## config.mk

```make
export PLATFORM = sky130hd
export DESIGN_NAME = hs_gate_ctrl
export DESIGN_NICKNAME = d
export VERILOG_FILES = /design/src/rtl/hs_gate_ctrl.sv
export SDC_FILE = /design/constraint.sdc
export NUM_CORES = 1
export LEC_CHECK = 0
export BUFFER_PORTS_ARGS = -buffer_cell sky130_fd_sc_hd__buf_2
export CORE_MARGIN = 2
export CORE_UTILIZATION = 50
export DETAILED_ROUTE_END_ITERATION = 6
export PLACE_DENSITY_LB_ADDON = 0.12
export SLEW_MARGIN = 20
export SYNTH_ARGS = -nofsm -noshare
export SYNTH_HDL_FRONTEND = slang
export SYNTH_SLANG_ARGS = --single-unit
```

## constraint.sdc

```tcl
create_clock -name clk -period 1.6 [get_ports clk]
set_clock_uncertainty 0.2 [all_clocks]
set_input_delay 0.32 -clock clk [delete_from_list [all_inputs] [get_ports clk]]
set_output_delay 0.32 -clock clk [all_outputs]
set_load 0.05 [all_outputs]
```

## src/rtl/hs_gate_ctrl.sv

```systemverilog
module hs_gate_ctrl #(
  parameter int CLK_MHZ    = 100,
  parameter int PULSE_NS   = 70,
  parameter int FILT_NS    = 40,
  parameter int HS_DLY_CYC = 20,
  parameter int LS_DLY_CYC = 30
) (
  input  logic clk,
  input  logic rst_n,
  input  logic hs_cmd,
  input  logic ls_cmd,
  input  logic hs_uv,
  input  logic ls_uv,
  output logic hs_out,
  output logic ls_out
);

  localparam int PULSE_CYC = PULSE_NS * CLK_MHZ / 1000;
  localparam int FILT_CYC  = FILT_NS * CLK_MHZ / 1000;
  localparam int PW = $clog2(PULSE_CYC + 1);
  localparam int FW = $clog2(FILT_CYC + 1);
  localparam int HW = $clog2(HS_DLY_CYC + 1);
  localparam int LW = $clog2(LS_DLY_CYC + 1);

  logic [HW-1:0] hs_cnt;
  logic [LW-1:0] ls_cnt;
  logic [PW-1:0] on_cnt, off_cnt;
  logic [FW-1:0] on_run, off_run;
  logic          cmd_q, latch_q;

  wire hs_ok    = !hs_uv && (hs_cnt == HW'(HS_DLY_CYC));
  wire ls_ok    = !ls_uv && (ls_cnt == LW'(LS_DLY_CYC));
  wire rise     = hs_cmd && !cmd_q;
  wire fall     = !hs_cmd && cmd_q;
  wire on_puls  = on_cnt != '0;
  wire off_puls = off_cnt != '0;
  wire on_fire  = on_puls && (on_run == FW'(FILT_CYC - 1));
  wire off_fire = off_puls && (off_run == FW'(FILT_CYC - 1));

  always_ff @(posedge clk) begin
    if (!rst_n) begin
      hs_cnt <= '0;
      ls_cnt <= '0;
    end else begin
      if (hs_uv) hs_cnt <= '0;
      else if (hs_cnt != HW'(HS_DLY_CYC)) hs_cnt <= hs_cnt + 1'b1;
      if (ls_uv) ls_cnt <= '0;
      else if (ls_cnt != LW'(LS_DLY_CYC)) ls_cnt <= ls_cnt + 1'b1;
    end
  end

  always_ff @(posedge clk) begin
    if (!rst_n) begin
      cmd_q   <= 1'b0;
      on_cnt  <= '0;
      off_cnt <= '0;
    end else begin
      cmd_q <= hs_cmd;
      if (!hs_ok || fall)   on_cnt <= '0;
      else if (rise)        on_cnt <= PW'(PULSE_CYC);
      else if (on_puls)     on_cnt <= on_cnt - 1'b1;
      if (rise)             off_cnt <= '0;
      else if (fall)        off_cnt <= PW'(PULSE_CYC);
      else if (off_puls)    off_cnt <= off_cnt - 1'b1;
    end
  end

  always_ff @(posedge clk) begin
    if (!rst_n) begin
      on_run  <= '0;
      off_run <= '0;
      latch_q <= 1'b0;
    end else begin
      on_run  <= !on_puls  ? '0 : (on_run  == FW'(FILT_CYC)) ? on_run  : on_run  + 1'b1;
      off_run <= !off_puls ? '0 : (off_run == FW'(FILT_CYC)) ? off_run : off_run + 1'b1;
      if (!hs_ok || off_fire) latch_q <= 1'b0;
      else if (on_fire)       latch_q <= 1'b1;
    end
  end

  assign hs_out = rst_n && latch_q && hs_ok;
  assign ls_out = rst_n && ls_cmd && ls_ok;

  a_r6_hs_uv_forces_low: assert property (@(posedge clk) disable iff (!rst_n)
    hs_uv |-> !hs_out);
  a_r7_ls_uv_forces_low: assert property (@(posedge clk) disable iff (!rst_n)
    ls_uv |-> !ls_out);
  a_r7_ls_waits_after_uv: assert property (@(posedge clk) disable iff (!rst_n)
    ls_out |-> $past(!ls_uv));
  a_r8_pulses_exclusive: assert property (@(posedge clk) disable iff (!rst_n)
    !(on_puls && off_puls));
  a_r2_rise_after_pulse: assert property (@(posedge clk) disable iff (!rst_n)
    $rose(hs_out) |-> $past(on_puls));

endmodule

```

## Word level (Yosys, flattened, before mapping)

Cells that the tools add are included.

- Register bits: 24
- Input port bits: 6
- Logic and storage cells: 55

- $add $sub $neg: 6
- Eq/ne operators: 8
- Multiplexer cells: 4
- Bitwise gates (word level): 1
- Reductions and logical operators: 28

Operators with widths:

| kind | number |
|---|---|
| $mux 3 | 4 |
| $add 5x1->5 const B | 2 |
| $eq 5x5->1 const B | 2 |
| $logic_and 1x1->1 | 10 |
| $ne 5x5->1 const B | 2 |
| $reduce_or 2->1 | 5 |
| $add 3x1->3 const B | 2 |
| $eq 3x2->1 const B | 2 |
| $eq 3x3->1 const B | 2 |
| $reduce_bool 3->1 | 2 |
| $sub 3x1->3 const B | 2 |
| $logic_not 1->1 | 5 |
| $reduce_and 2->1 | 2 |
| $reduce_bool 2->1 | 2 |
| $logic_or 1x1->1 | 2 |
| $not 1->1 | 1 |

## Depth between registers and ports, before layout

- Word-level depth: 5
- Mapped depth: 6
- Mapped depth without buffers: 6

## Least setup slack after synthesis

OpenSTA, ideal clock, no wires.

- Kind: reg-to-output
- Start point: register ls_cnt[0]
- End point: output port ls_out
- Arrival: 1.873 ns
- Required time: 1.080 ns
- Setup slack: -0.793 ns
- Stages on the path, launching flop included: 5
- Buffers on the path: 0
- Path through: dfxtp_1 -> inv_1 -> ha_1 -> nand4_1 -> nor3_1

- Cells in the longest elaborated chain, start to end: 3

Ends and longest elaborated chain:

| item | line | source |
|---|---|---|
| from (decl) | 26 | `logic [LW-1:0] ls_cnt;` |
| from (signal assigned) | 48 | `else if (ls_cnt != LW'(LS_DLY_CYC)) ls_cnt <= ls_cnt + 1'b1;` |
| $eq 5x5->1 | 32 | `wire ls_ok = !ls_uv && (ls_cnt == LW'(LS_DLY_CYC));` |
| $logic_and 1x1->1 | 32 |  |
| $logic_and 1x1->1 | 82 | `assign ls_out = rst_n && ls_cmd && ls_ok;` |
| to (decl) | 15 | `output logic ls_out` |

Every way passes these cells.

## Worst setup path after layout

- Start point: register hs_cnt[1]
- End point: output port hs_out

- Cells in the longest elaborated chain, start to end: 3

Ends and longest elaborated chain:

| item | line | source |
|---|---|---|
| from (decl) | 25 | `logic [HW-1:0] hs_cnt;` |
| from (signal assigned) | 46 | `else if (hs_cnt != HW'(HS_DLY_CYC)) hs_cnt <= hs_cnt + 1'b1;` |
| $eq 5x5->1 | 31 | `wire hs_ok = !hs_uv && (hs_cnt == HW'(HS_DLY_CYC));` |
| $logic_and 1x1->1 | 31 |  |
| $logic_and 1x1->1 | 81 | `assign hs_out = rst_n && latch_q && hs_ok;` |
| to (decl) | 14 | `output logic hs_out,` |

Every way passes these cells.

==> out/qor.csv <==
metric;value;unit
status;finished with violations;
failed_checks;negative setup slack;
diodes;0;
slowest_stage;dfxtp_2;
drt_first_pass_iters;4;
slew_viol_final;0;
syn_inst;131;
drtIter0Drc;12;
setup_viol;2;
r2r_end;ls_cnt[0];
netlist_area;1179;sq um
fillCellCount;191;
endpoint;hs_out;
detail-route-antenna-nets;0;
syn-num-nets;151;
die-area;2762;sq um
numCtsBuffers;3;
io_buffers;7;
cp_max_fo;2;
clk_latency;300;ps
cts_max_level;1;
nNetsFinal;180;
worstSetupPathType;flop to primary output;
ios;8;
rsz0062_at_grt;yes;
cts_sinks;24;
holdCritPathClass;primary input to flop;
final_area;1465;sq um
wl_met1;853;um
antenna_found_initial;0;
route.met3.wl;38;um
core_area;2212;sq um
ys_warn_count;0;
grt_pass1_wl;3650;um
die_y;52.55;um
placed_cells;180;
post-route-util;0.6623;
arrival;1430;ps
synth.avg_cell_area;8.997;sq um
rr_worst_depth;7;
wl;2004;um
cts.clk_slew.worst_paths;120;ps
grt_pass1_vias;926;
grt_max_degree;13;
fp-row-count;17;
vdd_drop_max;0.5485;mV
place_hpwl;1639;um
hold_buffers;0;
drc;0;
reg2reg_slack;110;ps
min_path_cells;2;
yosysSeqAreaShare;0.4076;
ys_types;24;
tritoncts;built;
cp.required;1080;ps
fin_tns_setup;-603.9;ps
synthFlopType;dfxtp_1;
cp_cell_sequence;inv_2 -> ha_4 -> nand4b_4 -> or2_4 -> nor2_4 -> buf_6;
hold_viol;0;
async_flop_share;0;
start_util;0.5328;
post-place-ws;-156.3;ps
p_leak;0.5910;nW
final_common_cell;dfxtp_1;
relSlewSlack;0.8536;
critPathCaptureType;primary output;
final_cell_mix;dfxtp_1 (20), buf_4 (17), a21oi_1 (13);
place_congestion;0.7254;
post_drt_via_cell_ratio;5.070;
power.density;758.1;nW/um^2
start_kind;flop;
fin_cells;186;
synth-edff-count;0;
placed_cell_area;1403;sq um
rr_startpoint;ls_cnt[0];
wl_met2;1067;um
critPathMaxStageDelay;340;ps
cts_max_path_buffers;2;
cts-root-buf;clkbuf_4;
top_layer;met4;
area_growth_syn_to_layout;24.31;%
grt_usage;0.1805;
post-route-period-util;1.218;
wl_per_cell;10.77;um
dr_total_vias;943;
period_needed;1949;ps
drive_gt1_frac;0.2722;
drv_cap;0;
fmax;0.5131;GHz
die_x;52.55;um
tightest_slew;219.7;ps
worstSetupStartpoint;hs_cnt[1];
gr-total-overflow;0;
worst_slack;-348.9;ps
synth_seq_cells;24;
critical path, delay by kind of cell, from the launching register on:
family / cells / cell delay (ps)
and+or+nand+nor: 3 / 430
DFF: 1 / 340
buffers and inverters: 2 / 230
adders and majority gates: 1 / 130
area by class of cell:
class                           count  area, sq um  share of cell area
Inverter                           15        56.30             0.03843
Timing Repair Buffer               24        175.2              0.1196
Tap cell                           28        35.03             0.02391
Sequential cell                    24        485.5              0.3313
Multi-Input combinational cell     92        690.7              0.4714
Clock buffer                        3        22.52             0.01537
synth_stat cells (2+ instances only):
cell type / count / area, sq um
a21oi_1: 13 / 65.06
dfxtp_1: 24 / 480.5
ha_1: 14 / 175.2
inv_1: 15 / 56.30
nand2_1: 11 / 41.29
nand2b_1: 5 / 31.28
nand3_1: 6 / 30.03
nor2_1: 11 / 41.29
nor2b_1: 2 / 12.51
nor3_1: 2 / 10.01
nor3b_1: 2 / 15.01
o21ai_0: 6 / 30.03
xnor2_1: 8 / 70.07
xor2_1: 2 / 17.52
logic make-up after synthesis:
kind of cell | synth area share
flip-flops | 0.4076
AND/OR/NAND/NOR | 0.2038
XOR/XNOR | 0.07432
adder cells (fa/ha/maj) | 0.1486
AO/OA/AOI/OAI | 0.1093
multiplexers | 0.008493
buffers and inverters | 0.04777
registers in the layout, indices dropped and copies added (netlist names):
register  cells
ls_cnt        5
cmd_q         1
on_cnt        3
off_run       3
latch_q       1
on_run        3
off_cnt       3
hs_cnt        5
power breakdown:
part           total (mW)  internal (mW)  switching [mW]
Combinational       0.202         0.0967           0.105
Clock               0.253         0.0878           0.166
Sequential          0.655          0.632          0.0230
Total                1.11          0.817           0.294
per-stage QoR:
stage / hold slack [ps] / power, mW
2_1_floorplan: 241.7 / 0.8139
3_3_place_gp: 274.8 / 0.8618
3_5_place_dp: 289.7 / 0.8701
4_1_cts: 70.50 / 1.133
5_1_grt: 79.57 / 1.184
6_report: 80.56 / 1.111
timing repair:
item / in CTS / in global routing
resized for setup: 4 / 1
buffers inserted: 3 / 0
setup endpoints to repair: 2 / 3
pin swaps: 5 / 0
per-layer routing:
metal / vias to the layer above / GRT usage
met5: - / 0
li1: 487 / -
met3: 6 / 0.03143
met4: 0 / 0.1068
met1: 440 / 0.2068
met2: 10 / 0.3104
worst min path at each step:
| stage | end | startpoint |
|---|---|---|
| detailed placement | on_run[1] | on_run[1] |
| floorplan | cmd_q | hs_cmd |
| CTS | cmd_q | hs_cmd |
| finish | cmd_q | hs_cmd |
| global route | cmd_q | hs_cmd |
| global placement | on_run[1] | on_run[1] |
Note: power is estimated with default switching activity, not from simulation.
